## src/rtl/irq_vec_pkg.sv

```systemverilog
package irq_vec_pkg;
  localparam int unsigned DefNumSrc = 16;
  localparam int unsigned DefVecW   = 5;

  typedef struct packed {
    logic maskWr;   // load mask register this cycle
    logic pendWr;   // write-one-to-clear on pending register
    logic ackTake;  // take an acknowledge this cycle
  } ctlStrb_t;
endpackage

```

## src/rtl/irq_vec_ctrl_prio.sv

```systemverilog
module irq_vec_ctrl_prio #(
  parameter int unsigned NumSrc = 16,
  parameter int unsigned VecW   = 5
) (
  input  logic [NumSrc-1:0] cand,
  output logic [VecW-1:0]   winIdx,
  output logic [NumSrc-1:0] winOh
);
  // ascending scan: the last hit is the highest index
  always_comb begin
    winIdx = '0;
    winOh  = '0;
    for (int i = 0; i < NumSrc; i++) begin
      if (cand[i]) begin
        winIdx   = VecW'(i);
        winOh    = '0;
        winOh[i] = 1'b1;
      end
    end
  end
endmodule

```

## src/rtl/irq_vec_ctrl_ctl.sv

```systemverilog
module irq_vec_ctrl_ctl
  import irq_vec_pkg::*;
(
  input  logic     clk,
  input  logic     rstN,
  input  logic     regWr,
  input  logic     regAddr,
  input  logic     ackReq,
  output ctlStrb_t strb,
  output logic     ackValid
);
  always_comb begin
    strb.maskWr  = regWr && !regAddr;
    strb.pendWr  = regWr && regAddr;
    strb.ackTake = ackReq;
  end

  always_ff @(posedge clk) begin
    if (!rstN) ackValid <= 1'b0;
    else       ackValid <= ackReq;
  end
endmodule

```

## src/rtl/irq_vec_ctrl_dp.sv

```systemverilog
module irq_vec_ctrl_dp
  import irq_vec_pkg::*;
#(
  parameter int unsigned NumSrc = 16,
  parameter int unsigned VecW   = 5
) (
  input  logic              clk,
  input  logic              rstN,
  input  ctlStrb_t          strb,
  input  logic [NumSrc-1:0] srcEvt,
  input  logic              regAddr,
  input  logic [NumSrc-1:0] regWdata,
  output logic [NumSrc-1:0] regRdata,
  output logic              irqOut,
  output logic [VecW-1:0]   ackVec,
  output logic [NumSrc-1:0] maskQ,
  output logic [NumSrc-1:0] pendQ
);
  localparam logic [NumSrc-1:0] ErrBit = NumSrc'(1);

  logic [NumSrc-1:0] effMask;
  logic [NumSrc-1:0] cand;
  logic [NumSrc-1:0] winOh;
  logic [VecW-1:0]   winIdx;
  logic [NumSrc-1:0] pendClr;
  logic [NumSrc-1:0] pendD;
  logic              irqD;

  // a mask write racing an acknowledge takes effect for the selection
  assign effMask = (strb.maskWr ? regWdata : maskQ) | ErrBit;
  assign cand    = pendQ & effMask;

  irq_vec_ctrl_prio #(.NumSrc(NumSrc), .VecW(VecW)) uPrio (
    .cand  (cand),
    .winIdx(winIdx),
    .winOh (winOh)
  );

  assign pendClr = (strb.pendWr ? regWdata : '0) | (strb.ackTake ? winOh : '0);
  assign pendD   = (pendQ & ~pendClr) | srcEvt;
  assign irqD    = |(pendQ & (maskQ | ErrBit));

  always_ff @(posedge clk) begin
    if (!rstN) begin
      maskQ  <= '0;
      pendQ  <= '0;
      irqOut <= 1'b0;
      ackVec <= '0;
    end else begin
      if (strb.maskWr) maskQ <= regWdata & ~ErrBit;
      pendQ  <= pendD;
      irqOut <= irqD;
      if (strb.ackTake) ackVec <= winIdx;
    end
  end

  assign regRdata = regAddr ? pendQ : maskQ;
endmodule

```

## src/rtl/irq_vec_ctrl.sv

```systemverilog
module irq_vec_ctrl
  import irq_vec_pkg::*;
#(
  parameter int unsigned NumSrc = DefNumSrc,
  parameter int unsigned VecW   = DefVecW
) (
  input  logic              clk,
  input  logic              rstN,
  input  logic [NumSrc-1:0] srcEvt,
  input  logic              regAddr,
  input  logic              regWr,
  input  logic [NumSrc-1:0] regWdata,
  output logic [NumSrc-1:0] regRdata,
  input  logic              ackReq,
  output logic              irqOut,
  output logic              ackValid,
  output logic [VecW-1:0]   ackVec
);
  ctlStrb_t          strb;
  logic [NumSrc-1:0] maskQ;
  logic [NumSrc-1:0] pendQ;

  irq_vec_ctrl_ctl uCtl (
    .clk     (clk),
    .rstN    (rstN),
    .regWr   (regWr),
    .regAddr (regAddr),
    .ackReq  (ackReq),
    .strb    (strb),
    .ackValid(ackValid)
  );

  irq_vec_ctrl_dp #(.NumSrc(NumSrc), .VecW(VecW)) uDp (
    .clk     (clk),
    .rstN    (rstN),
    .strb    (strb),
    .srcEvt  (srcEvt),
    .regAddr (regAddr),
    .regWdata(regWdata),
    .regRdata(regRdata),
    .irqOut  (irqOut),
    .ackVec  (ackVec),
    .maskQ   (maskQ),
    .pendQ   (pendQ)
  );
endmodule

```

## config.mk

```make
export PLATFORM = sky130hd
export DESIGN_NAME = irq_vec_ctrl
export DESIGN_NICKNAME = d
export VERILOG_FILES = /design/src/rtl/irq_vec_pkg.sv /design/src/rtl/irq_vec_ctrl_prio.sv /design/src/rtl/irq_vec_ctrl_ctl.sv /design/src/rtl/irq_vec_ctrl_dp.sv /design/src/rtl/irq_vec_ctrl.sv
export SDC_FILE = /design/constraint.sdc
export NUM_CORES = 1
export LEC_CHECK = 0
export ABC_CLOCK_PERIOD_IN_PS = 4400
export BUFFER_PORTS_ARGS = -buffer_cell sky130_fd_sc_hd__buf_2
export CORE_MARGIN = 2
export CORE_UTILIZATION = 25
export DETAILED_ROUTE_END_ITERATION = 10
export REMOVE_ABC_BUFFERS = 1
export SETUP_SLACK_MARGIN = 0.1
export SLEW_MARGIN = 30
export SYNTH_ARGS = -nofsm -noshare
export SYNTH_HDL_FRONTEND = slang
export SYNTH_SLANG_ARGS = --single-unit
```

## constraint.sdc

```tcl
create_clock -name clk -period 4.4 [get_ports clk]
set_input_delay 0.66 -clock clk [delete_from_list [all_inputs] [get_ports clk]]
set_output_delay 0.66 -clock clk [all_outputs]
set_load 0.005 [all_outputs]
```

* Word-level counts from Yosys, hierarchy flattened *
Index checks and enable logic that the tools add are counted.

word-level totals
  bits in registers = 38
  logic and storage cells = 50
  input port bits = 37
  output and inout bits = 23

cells by class
  reduce and logical (&&, ||, !) cells = 4
  multiplexer cells = 35
  bitwise logic cells = 6

operator list
  operator             number
  $mux W16             19
  $mux W5              14
  $and A16 B16 Y16     3
  $or A16 B16 Y16      2
  $not A16 Y16         1
  $reduce_or A16 Y1    1
  $logic_and A1 B1 Y1  2
  $mux W1              2
  $logic_not A1 Y1     1

* Longest topological paths before layout *
Gate-level depths: netlist of run 1.

  word-level depth = 25
  mapped depth = 10
  mapped depth without buffers = 6

* Modules after synthesis *
Synthesis of run 1 repeated with hierarchy kept, for this count alone.

second synthesis, totals
  cells, all modules = 233
  area total of the unflattened synthesis = 2,252.2 µm²

modules (own cells, without submodules)
  module             cells each  sequential area each (µm²)  area each (µm²)  times used
  irq_vec_ctrl_dp    182         740.7                       1,869.3          1
  irq_vec_ctrl_prio  46          0.0                         332.8            1
  irq_vec_ctrl_ctl   5           20.0                        50.0             1

* Least setup slack after synthesis of run 1 *
OpenSTA, ideal clock, no wires.

  path kind = input-to-reg
  from = in regAddr
  to = reg uDp.pendQ[4]
  arrival = 2,236 ps
  setup time = 115 ps
  stages on the path = 8
  path slack = 2,050 ps
  required time = 4,285 ps
  path buffers = 2
  cell sequence = buf_6 > nor2b_4 > buf_6 > mux2_4 > a2111oi_4 > and3_2 > a31oi_1 > o21a_1

on the way
  longest elaborated chain between the ends = 23
  elaborated cells between the ends (all ways) = 25
  those cells by class = mux (17); bitwise (5); reduce/logical (3)

ends and longest elaborated chain
  element                 line                     RTL
  start: declaration      irq_vec_ctrl.sv:10       input logic regAddr,
  $logic_not A1 Y1        irq_vec_ctrl_ctl.sv:13   strb.maskWr = regWr && !regAddr;
  $logic_and A1 B1 Y1     irq_vec_ctrl_ctl.sv:13
  $mux W16                irq_vec_ctrl_dp.sv:30    assign effMask = (strb.maskWr ? regWdata : maskQ) | ErrBit;
  $and A16 B16 Y16        irq_vec_ctrl_dp.sv:31    assign cand = pendQ & effMask;
  $mux W16 (14 in a row)  irq_vec_ctrl_prio.sv:14  if (cand[i]) begin
  $mux W16                irq_vec_ctrl_dp.sv:39    assign pendClr = (strb.pendWr ? regWdata : '0) | (strb.ackTake ? winOh : '0);
  $or A16 B16 Y16 *       irq_vec_ctrl_dp.sv:39
  $not A16 Y16 *          irq_vec_ctrl_dp.sv:40    assign pendD = (pendQ & ~pendClr) | srcEvt;
  $and A16 B16 Y16 *      irq_vec_ctrl_dp.sv:40
  $or A16 B16 Y16 *       irq_vec_ctrl_dp.sv:40
  end signal: assignment  irq_vec_ctrl_dp.sv:51    pendQ <= pendD;
  end: declaration        irq_vec_ctrl_dp.sv:17    output logic [NumSrc-1:0] pendQ

Mark *: on every way between the ends. The rest lies on a longest branch, timed or not.
A chain may end at the register's enable or synchronous reset.

* Worst setup path in the final report of run 1 *
  from = in regAddr
  to = reg uDp.pendQ[1]

on the way
  longest elaborated chain between the ends = 24
  elaborated cells between the ends (all ways) = 26
  those cells by class = mux (18); bitwise (5); reduce/logical (3)

ends and longest elaborated chain
  element                 line
  $logic_not A1 Y1        irq_vec_ctrl_ctl.sv:13
  $logic_and A1 B1 Y1     irq_vec_ctrl_ctl.sv:13
  $mux W16                irq_vec_ctrl_dp.sv:30
  $and A16 B16 Y16        irq_vec_ctrl_dp.sv:31
  $mux W16 (15 in a row)  irq_vec_ctrl_prio.sv:14
  $mux W16                irq_vec_ctrl_dp.sv:39
  $or A16 B16 Y16 *       irq_vec_ctrl_dp.sv:39
  $not A16 Y16 *          irq_vec_ctrl_dp.sv:40
  $and A16 B16 Y16 *      irq_vec_ctrl_dp.sv:40
  $or A16 B16 Y16 *       irq_vec_ctrl_dp.sv:40

Marks and branches as above.

==> metrics.yaml, run 1 <==
hold_path:
  hold_path.class: "reg2reg"
  min_from: "uDp.pendQ[11]$_SDFF_PN0_"
  min_to: "uDp.pendQ[11]$_SDFF_PN0_"
  hold_depth: 2
yosys:
  yosys-top-cells-area: "dfxtp_1 35%, mux2i_1 9.0%, mux2_2 8.5%"
  synth_edf_count: 0
  netlist_area_um2: 2120
  async_flop_share: 0
  yosysSeqAreaShare: 0.349
  netlist.area_leader.share: 0.349
  synth_top_area_cell: "dfxtp_1"
  yosysUniqueCellTypes: 44
  synth_commonest_cells: "40 x nand2_1, 37 x dfxtp_1, 21 x nor2b_1, 19 x mux2i_1, 16 x mux2_2"
  netlist_instances: 242
  yosys_register_bits: 37
  ys.flop_type: "dfxtp_1"
  synthMostInstantiatedCell: "nand2_1"
  yosys_warnings: 0
  avgSynthCellArea_um2: 8.77
global_route:
  grt_pass1_vias: 1901
  track_usage: 0.128
  grt_max_degree: 41
  antenna_found_initial: 0
  grt_first_pass_wirelength_um: 9050
  grtUsageMet1: 0.169
  use_met2: 0.205
  grt_overflow: 0
  gr-max-usage-layer: "met2"
  grt_use_met3: 0.0345
pwr:
  cellPowerDensity_nw_per_um2: 304
  max-vdd-ir-drop_mv: 0.107
  p_leak_uw: 0.00108
routing:
  vias: 1943
  wl_per_cell_um: 14.5
  route.detailed.drc: 0
  finalWirelength_um: 5820
  dr.first_iter.drc_count: 101
  ant_nets: 0
  drt-pass1-iter-count: 4
  viasPerCell: 4.83
floorplan:
  coreArea_um2: 8220
  die_w_um: 96.1
  io_pins: 60
  fp.dieArea_um2: 9240
  start_util: 0.258
  row_count: 33
  fp.dieH_um: 96.1
clocking:
  htree_num_levels: 2
  cts.path.max_buffers: 2
  clkSinkCount: 37
  postCtsSetupBuffers: 0
  cts_hold_buffers: 0
  cts_buffers: 5
  path_clk_slew_ns: 0.07
  cts_root_buf: "clkbuf_8"
  cts_resized: 0
  cts_tree: "done"
  insertion_delay_ns: 0.29
sta:
  hold_slack_ns: 0.509
  worst_slack_ns: 1.57
  rsz0062_at_grt: "false"
  hold_viol_final: 0
  final_max_slew_viol_count: 0
  maxSlewHeadroom: 0.564
  period_needed_ns: 2.83
  timing.setup.tns_ns: 0
  finalSetupViolCount: 0
  post-route-period-util: 0.642
  skew_ns: 0.00625
  worst_pin_slew_ns: 0.654
  fmax_mhz: 354
worst_setup_path:
  critPathArrivalTime_ns: 2.98
  endpoint_kind: "register"
  r2r_slack_ns: 2.64
  start_kind: "input port"
  r2r_end: "uDp.pendQ[10]$_SDFF_PN0_"
  timing.rr.start: "uDp.maskQ[14]$_SDFFE_PN0P_"
  rr_worst_depth: 5
  cp_max_fo: 19
  crit_type: "in2reg"
  critical_path_required_ns: 4.56
run:
  drv_cap: 0
placement:
  gp_congestion: 0.830
  dpl.hpwl_um: 4410
  preCtsSetupSlack_ns: 1.27
  port-buffer-count: 58
layout:
  antennaDiodeCount: 0
  multiInputGateArea_um2: 1280
  regArea_um2: 741
  fillCellCount: 875
  drive_above_1_share: 0.296
  syn_to_final_growth_pct: 19.9
  fin_nets: 333
status:
  status: "finished clean"
through the flow:
step	total power (uW)	utilization	instance area, um2	cells
CTS	781	0.310	2540	402
global route	814	0.310	2540	402
finish	773	0.310	2540	402
detailed placement	551	0.300	2460	394
global placement	550	0.300	2460	394
floorplan	478	-	2040	230
power breakdown:
part / internal [uW] / total (uW) / switching, uW
clock network: 113 / 230 / 117
logic: 78.9 / 164 / 84.6
registers: 359 / 379 / 20.0
cell type report:
class                           instances  area share
Tap cell                              105      0.0516
Inverter                                4     0.00590
Multi-Input combinational cell        189       0.503
Timing Repair Buffer                   59       0.117
Sequential cell                        37       0.291
Clock buffer                            8      0.0315
registers in the layout, indices dropped and copies added, names as in the netlist:
| signal | count |
|---|---|
| uCtl.ackValid | 1 |
| uDp.ackVec | 4 |
| uDp.irqOut | 1 |
| uDp.maskQ | 15 |
| uDp.pendQ | 16 |
layout by cell type, fill, tap and decap left out, types with 2 or more instances in the layout:
cell / count
nand4_1: 3
mux2_2: 16
a21oi_1: 7
dfxtp_1: 37
o21ai_0: 13
inv_1: 4
nand3_1: 5
mux2_4: 2
clkbuf_8: 5
nand2_1: 40
o21a_1: 6
a21boi_0: 6
mux2i_1: 19
clkbuf_1: 3
nor2b_1: 21
a31oi_1: 9
and2_1: 5
nand2b_1: 2
buf_2: 58
nor2_1: 12
logic make-up after synthesis:
family                 after synthesis  synth area share
AND/OR/NAND/NOR                     93             0.216
AO/OA/AOI/OAI                       58             0.197
multiplexers                        37             0.189
flip-flops                          37             0.349
buffers and inverters               16            0.0478
other                                1           0.00177
critical path, stage by stage:
cell and delay [ns]:
buf_2 0.26, nor2b_4 0.55, buf_4 0.32, mux2_4 0.33
a21oi_1 0.32, nand2_1 0.15, nor2_1 0.23, a41oi_1 0.14
how the worst max path moves through the flow:
| stage | start | to | slack, ns | cells after the start |
|---|---|---|---|---|
| after floorplan | regWr | uDp.pendQ[4]$_SDFF_PN0_ | 1.77 | 6 |
| after global placement | regAddr | uDp.pendQ[2]$_SDFF_PN0_ | 1.32 | 8 |
| after detailed placement | regAddr | uDp.pendQ[1]$_SDFF_PN0_ | 1.27 | 8 |
| after CTS | regAddr | uDp.pendQ[1]$_SDFF_PN0_ | 1.56 | 8 |
| after global routing | regAddr | uDp.pendQ[2]$_SDFF_PN0_ | 1.36 | 8 |
| final | regAddr | uDp.pendQ[1]$_SDFF_PN0_ | 1.57 | 8 |
routing by layer:
layer | vias up | wire length, um
met5 | - | 0
met4 | 0 | 93
met3 | 11 | 335
met2 | 54 | 2660
met1 | 905 | 2730
li1 | 973 | -
Power figures use the tool's default switching activity.
==> run 2: changes to the inputs <==
Settings changed: ABC_CLOCK_PERIOD_IN_PS 4400 to 2800.
Clock period 4.4 ns to 2.8 ns, I/O delays scaled along.
==> run 2 against run 1 <==
Against the previous run: sequential share of layout area fell by 0.41 points; critical path type unchanged; non-clock buffer count rose by 4; worst setup slack got worse by 0.98 ns; clock power rose by 60%; combinational power rose by 60%; highest routed layer unchanged; critical path depth did not move; first-iteration DRC count fell by 15%; largest power group unchanged; largest cell class unchanged; cell area rose by 1.4%; utilization rose by 0.44 points; final cell count rose by 1.0%; die area did not move.
==> metrics.yaml, run 2 (same netlist as run 1, synthesis figures left out) <==
worst_setup_path:
  critical_path_required_ns: 2.97  # was 4.56 ns
  critPathArrivalTime_ns: 2.38  # was 2.98 ns
  cp_max_fo: 14  # was 19
  endpoint_kind: "register"  # unchanged
  start_kind: "input port"  # unchanged
  crit_type: "in2reg"  # unchanged
layout:
  drive_above_1_share: 0.316  # was 0.296
  top_register: "uDp.pendQ"  # unchanged
  syn_to_final_growth_pct: 21.6  # was 19.9%
  antennaDiodeCount: 0  # unchanged
  fin_nets: 337  # was 333
  final_common_cell: "buf_2"  # unchanged
  instances_no_fill: 406  # was 402
  layout_common_cells: "58 x buf_2, 40 x nand2_1, 37 x dfxtp_1, 21 x nor2b_1, 19 x mux2i_1"  # unchanged
  reg.largest.list: "uDp.pendQ x16, uDp.maskQ x15, uDp.ackVec x4"  # unchanged
  largest_reg_flops: 16  # unchanged
sta:
  timing.setup.tns_ns: 0  # unchanged
  fmax_mhz: 452
  rsz0062_at_grt: "false"  # unchanged
  hold_viol_final: 0  # unchanged
  finalSetupViolCount: 0  # unchanged
  maxSlewHeadroom: 0.573  # was 0.564
  skew_ns: 0.00844  # was 0.00625 ns
  worst_pin_slew_ns: 0.641  # was 0.654 ns
  period_needed_ns: 2.21
  post-route-period-util: 0.789
  final_max_slew_viol_count: 0  # unchanged
floorplan:
  fp.dieH_um: 96.1  # unchanged
  die_w_um: 96.1  # unchanged
  fp.dieArea_um2: 9240  # unchanged
  start_util: 0.258  # unchanged
  io_pins: 60  # unchanged
  row_count: 33  # unchanged
  coreArea_um2: 8220  # unchanged
status:
  status: "finished clean"  # unchanged
placement:
  port-buffer-count: 58  # unchanged
  gp_congestion: 0.893  # was 0.830
  dpl.hpwl_um: 4630  # was 4410 um
  placed_cells_incl_taps: 398  # was 394
global_route:
  grt_overflow: 0  # unchanged
  grt_pass1_vias: 1924  # was 1901
  grt_max_degree: 27  # was 41
  grt_first_pass_wirelength_um: 9490  # was 9050 um
  track_usage: 0.133  # was 0.128
  antenna_found_initial: 0  # unchanged
pwr:
  power_uw: 1230  # was 773 uW
  cellPowerDensity_nw_per_um2: 475  # was 304 nW/um2
  max-vdd-ir-drop_mv: 0.166  # was 0.107 mV
  p_leak_uw: 0.00110  # was 0.00108 uW
clocking:
  insertion_delay_ns: 0.29  # about the same
  cts_root_buf: "clkbuf_8"  # unchanged
  cts_resized: 0  # unchanged
  clkSinkCount: 37  # unchanged
  cts.path.max_buffers: 2  # unchanged
  postCtsSetupBuffers: 0  # unchanged
  cts_tree: "done"  # unchanged
  cts_hold_buffers: 0  # unchanged
  cts_buffers: 5  # unchanged
  htree_num_levels: 2  # unchanged
  path_clk_slew_ns: 0.08  # was 0.07 ns
routing:
  ant_nets: 0  # unchanged
  finalWirelength_um: 5980  # was 5820 um
  vias: 1941  # was 1943
  viasPerCell: 4.78  # was 4.83
  drt-pass1-iter-count: 4  # unchanged
  route.detailed.drc: 0  # unchanged
  dr.first_iter.drc_count: 86  # was 101
  wl_per_cell_um: 14.7  # was 14.5 um
run:
  drv_cap: 0  # unchanged
hold_path:
  hold_path.class: "in2reg"  # was reg2reg
run 2: layout make-up:
class,count,area [um2]
inverters,4,15.0
clock buffers,5,68.8
multi-input cells,189,1280
fillers,895,5640
repair buffers,63,328
well taps,105,131
clock inverters,3,17.5
flip-flops and latches,37,741
run 2: power by group:
| part | leakage (uW) | total, uW | switching (uW) | internal [uW] |
|---|---|---|---|---|
| logic | 0.000751 | 263 | 135 | 128 |
| clock network | 0.0000439 | 367 | 196 | 172 |
| registers | 0.000307 | 595 | 31.1 | 564 |
| total | 0.00110 | 1230 | 362 | 864 |
run 2: final timing paths:
kind / end / cells past startpoint / slack (ns) / start
worst max-delay path: uDp.pendQ[2]$_SDFF_PN0_ / 8 / 0.59 / regWr
worst min register to register: uDp.ackVec[2]$_SDFFE_PN0P_ / 2 / 0.51 / uDp.ackVec[2]$_SDFFE_PN0P_
worst max register to register: uDp.pendQ[2]$_SDFF_PN0_ / 5 / 1.00 / uDp.maskQ[12]$_SDFFE_PN0P_
worst min-delay path: uDp.pendQ[11]$_SDFF_PN0_ / 3 / 0.31 / srcEvt[11]
run 2: critical path, cell delays in order:
cell and delay (ns):
buf_2 0.12, nor2b_4 0.25, buf_4 0.30, mux2i_1 0.22, a2111oi_4 0.46, nand3_1 0.15, nor4_1 0.34, o21ai_1 0.12
run 2: metal layers:
metal	part of all wire	vias up	routed length, um	GRT usage
met3	0.059	7	350	0.0360
met4	0.011	0	64	0.0333
met5	0	-	0	0
li1	-	977	-	-
met2	0.47	58	2800	0.222
met1	0.46	899	2770	0.169
run 2: per-stage QoR:
stage | hold slack, ns | util | area [um2] | setup WS, ns
4_1_cts | 0.304 | 0.314 | 2580 | 0.595
5_1_grt | 0.334 | 0.314 | 2580 | 0.397
3_5_place_dp | 0.491 | 0.304 | 2490 | 0.302
6_report | 0.312 | 0.314 | 2580 | 0.590
2_1_floorplan | 0.467 | - | 2040 | 0.409
3_3_place_gp | 0.479 | 0.304 | 2490 | 0.423
==> run 3: changes to the inputs <==
Settings changed: ABC_AREA set to 1, ABC_CLOCK_PERIOD_IN_PS 2800 to 2100.
Clock period 2.8 ns to 2.1 ns, I/O delays scaled along.
==> run 3 against run 2 <==
Against the previous run: worst setup slack worse by 0.21 ns; global-route usage rose by 0.84 points; largest cell class unchanged; count of clock-buffer cells in the layout increased by 1; die area is 2.5% lower.
==> metrics.yaml, run 3 <==
status:
  status: "finished clean"  # unchanged
layout:
  largest_reg_flops: 16  # unchanged
  reg.largest.list: "uDp.pendQ x16, uDp.maskQ x15, uDp.ackVec x4"  # unchanged
  drive_above_1_share: 0.235  # was 0.316
  regArea_um2: 741  # unchanged
  layout_common_cells: "99 x nand2_1, 58 x buf_2, 52 x inv_1, 37 x dfxtp_1, 30 x nor2_1"  # was 58 x buf_2, 40 x nand2_1, 37 x dfxtp_1, 21 x nor2b_1, 19 x mux2i_1
  syn_to_final_growth_pct: 30.8  # was 21.6%
  top_register: "uDp.pendQ"  # unchanged
  fin_nets: 441  # was 337
  instances_no_fill: 510  # was 406
  antennaDiodeCount: 0  # unchanged
  multiInputGateArea_um2: 1070  # was 1280 um2
  final_area_um2: 2700  # was 2580 um2
  final_common_cell: "nand2_1"  # was buf_2
  fillCellCount: 887  # was 895
routing:
  viasPerCell: 4.43  # was 4.78
  wl_per_cell_um: 12.2  # was 14.7 um
  route.detailed.drc: 0  # unchanged
  finalWirelength_um: 6240  # was 5980 um
  dr.first_iter.drc_count: 130  # was 86
  ant_nets: 0  # unchanged
  drt-pass1-iter-count: 4  # unchanged
  vias: 2259  # was 1941
worst_setup_path:
  crit_type: "in2reg"  # unchanged
  crit_top_cell: "nand2_1"
  timing.rr.start: "uDp.maskQ[9]$_SDFFE_PN0P_"  # was uDp.maskQ[12]$_SDFFE_PN0P_
  cp_max_fo: 21  # was 14
  crit_family: "simple AND/OR/NAND/NOR gates"  # unchanged
  critical_path_required_ns: 2.27  # was 2.97 ns
  critPathArrivalTime_ns: 1.89  # was 2.38 ns
  start_kind: "input port"  # unchanged
  worstPathCellList: "buf_2, inv_2, nand2_2, o211ai_1, nand2_1, nor2_1, nand2_1, nor2_4, nand2_1, o21bai_1, a21oi_1"  # was buf_2, nor2b_4, buf_4, mux2i_1, a2111oi_4, nand3_1, nor4_1, o21ai_1
  max_stage_delay_ns: 0.36  # was 0.46 ns
  rr_worst_depth: 12  # was 5
  cp_slowest_cell: "o211ai_1"  # was a2111oi_4
  critPathBufInv: 2  # unchanged
  endpoint_kind: "register"  # unchanged
  r2r_slack_ns: 0.52  # was 1.00 ns
  r2r_end: "uDp.pendQ[4]$_SDFF_PN0_"  # was uDp.pendQ[2]$_SDFF_PN0_
sta:
  finalSetupViolCount: 0  # unchanged
  hold_viol_final: 0  # unchanged
  post-route-period-util: 0.820
  fmax_mhz: 581
  period_needed_ns: 1.72
  rsz0062_at_grt: "false"  # unchanged
  skew_ns: 0.0108  # was 0.00844 ns
  final_max_slew_viol_count: 0  # unchanged
  timing.setup.tns_ns: 0  # unchanged
yosys:
  netlist_instances: 330  # was 242
  synth_top_area_cell: "dfxtp_1"  # unchanged
  yosys-top-cells-area: "dfxtp_1 36%, nand2_1 18%, inv_1 9.4%"  # was dfxtp_1 35%, mux2i_1 9.0%, mux2_2 8.5%
  netlist_area_um2: 2070  # was 2120 um2
  async_flop_share: 0  # unchanged
  ys.flop_type: "dfxtp_1"  # unchanged
  synth_commonest_cells: "99 x nand2_1, 52 x inv_1, 37 x dfxtp_1, 30 x nor2_1, 26 x o21ai_0"  # was 40 x nand2_1, 37 x dfxtp_1, 21 x nor2b_1, 19 x mux2i_1, 16 x mux2_2
  synth_edf_count: 0  # unchanged
  yosys_warnings: 0  # unchanged
  yosysSeqAreaShare: 0.358  # was 0.349
  avgSynthCellArea_um2: 6.26  # was 8.77 um2
  netlist.area_leader.share: 0.358  # was 0.349
  yosysUniqueCellTypes: 30  # was 44
  synthMostInstantiatedCell: "nand2_1"  # unchanged
  yosys_register_bits: 37  # unchanged
floorplan:
  fp.dieArea_um2: 9010  # was 9240 um2
  start_util: 0.254  # was 0.258
  row_count: 33  # unchanged
  coreArea_um2: 8130  # was 8220 um2
  die_w_um: 94.9  # was 96.1 um
  fp.dieH_um: 94.9  # was 96.1 um
  io_pins: 60  # unchanged
pwr:
  intPower_uw: 1320  # was 864 uW
  p_clk_frac: 0.355  # was 0.300
  seqPwrFrac: 0.424  # was 0.485
  cellPowerDensity_nw_per_um2: 690  # was 475 nW/um2
  netSwitchingPower_uw: 546  # was 362 uW
  switching_share: 0.293  # was 0.295
  power_uw: 1860  # was 1230 uW
  max-vdd-ir-drop_mv: 0.221  # was 0.166 mV
  pwr-share-comb: 0.220  # was 0.215
  p_leak_uw: 0.00142  # was 0.00110 uW
global_route:
  grt_max_degree: 32  # was 27
  grt_first_pass_wirelength_um: 9850  # was 9490 um
  track_usage: 0.141  # was 0.133
  antenna_found_initial: 0  # unchanged
  grt_overflow: 0  # unchanged
  grt_pass1_vias: 2107  # was 1924
placement:
  placed_cell_area_um2: 2580  # was 2490 um2
  dpl.hpwl_um: 4870  # was 4630 um
  gp_congestion: 0.835  # was 0.893
  port-buffer-count: 58  # unchanged
  placed_cells_incl_taps: 502  # was 398
clocking:
  cts_resized: 0  # unchanged
  cts_root_buf: "clkbuf_8"  # unchanged
  insertion_delay_ns: 0.30  # was 0.29 ns
  cts_tree: "done"  # unchanged
  cts.path.max_buffers: 2  # unchanged
  cts_hold_buffers: 0  # unchanged
  path_clk_slew_ns: 0.08  # about the same
  cts_buffers: 5  # unchanged
  clkSinkCount: 37  # unchanged
  postCtsSetupBuffers: 0  # unchanged
  htree_num_levels: 2  # unchanged
run:
  drv_cap: 0  # unchanged
hold_path:
  hold_depth: 3  # unchanged
  min_to: "uDp.pendQ[11]$_SDFF_PN0_"  # unchanged
  hold_path.class: "in2reg"  # unchanged
  min_from: "srcEvt[11]"  # unchanged
## run 3: cell count changes in the layout (fill, tap and decap cells not counted), sizes merged, moves of 14 or more
cell   before  now
mux2       18    0
mux2i      19    0
nand2      40  102
nor2       12   33
inv         4   54
o21ai      14   28
buf        63   78
nor2b      22    0
## run 3: logic make-up (layout without fill, tap and decap cells)
logic type             count (synthesis)  count (layout)  synth area share
AND/OR/NAND/NOR                      159             159             0.318
AO/OA/AOI/OAI                         68              68             0.196
buffers and inverters                 65             140             0.125
flip-flops                            37              37             0.358
other                                  1               1           0.00181
## run 3: tightest hold or removal path: cells and delay by family
kind | cells | cell delay, ns
simple gates | 1 | 0.07
compound gates | 1 | 0.03
buf+inv | 1 | 0.08
## run 3: area by class of cell
class | instances | area share
clock buffer | 6 | 0.0306
clock inverter | 2 | 0.0139
inverter | 54 | 0.0750
multi-input combinational | 228 | 0.395
sequential | 37 | 0.274
tap | 105 | 0.0486
timing repair buffer | 78 | 0.163
## run 3: through the flow
step	hold WS, ns	utilization	setup slack, ns
after CTS	0.218	0.332	0.390
after global routing	0.217	0.332	0.186
after floorplan	0.408	-	0.413
after global placement	0.483	0.317	0.143
after detailed placement	0.501	0.317	0.0710
final	0.225	0.332	0.379
## run 3: worst max path at each step
| stage | startpoint | end | slack (ns) | depth (start not counted) |
|---|---|---|---|---|
| floorplan | regAddr | uDp.pendQ[4]$_SDFF_PN0_ | 0.41 | 11 |
| global placement | regAddr | uDp.pendQ[5]$_SDFF_PN0_ | 0.14 | 12 |
| global route | regAddr | uDp.pendQ[5]$_SDFF_PN0_ | 0.19 | 13 |
| finish | regAddr | uDp.pendQ[4]$_SDFF_PN0_ | 0.38 | 11 |
| detailed placement | regAddr | uDp.pendQ[5]$_SDFF_PN0_ | 0.07 | 11 |
| CTS | regAddr | uDp.pendQ[5]$_SDFF_PN0_ | 0.39 | 11 |
## run 3: power groups by stage
| stage | sequential, uW | clock, uW | combinational [uW] |
|---|---|---|---|
| 4_1_cts | 790 | 681 | 415 |
| 3_3_place_gp | 806 | 0 | 407 |
| 2_1_floorplan | 799 | 0 | 224 |
| 5_1_grt | 797 | 715 | 470 |
| 3_5_place_dp | 807 | 0 | 413 |
| 6_report | 791 | 663 | 411 |
## run 3: per-layer routing
metal | part of all wire | GRT usage | vias to the layer above
met5 | 0 | 0 | -
met4 | 0.0085 | 0.0507 | 0
met3 | 0.072 | 0.0351 | 6
met2 | 0.45 | 0.221 | 70
met1 | 0.47 | 0.188 | 984
li1 | - | - | 1199
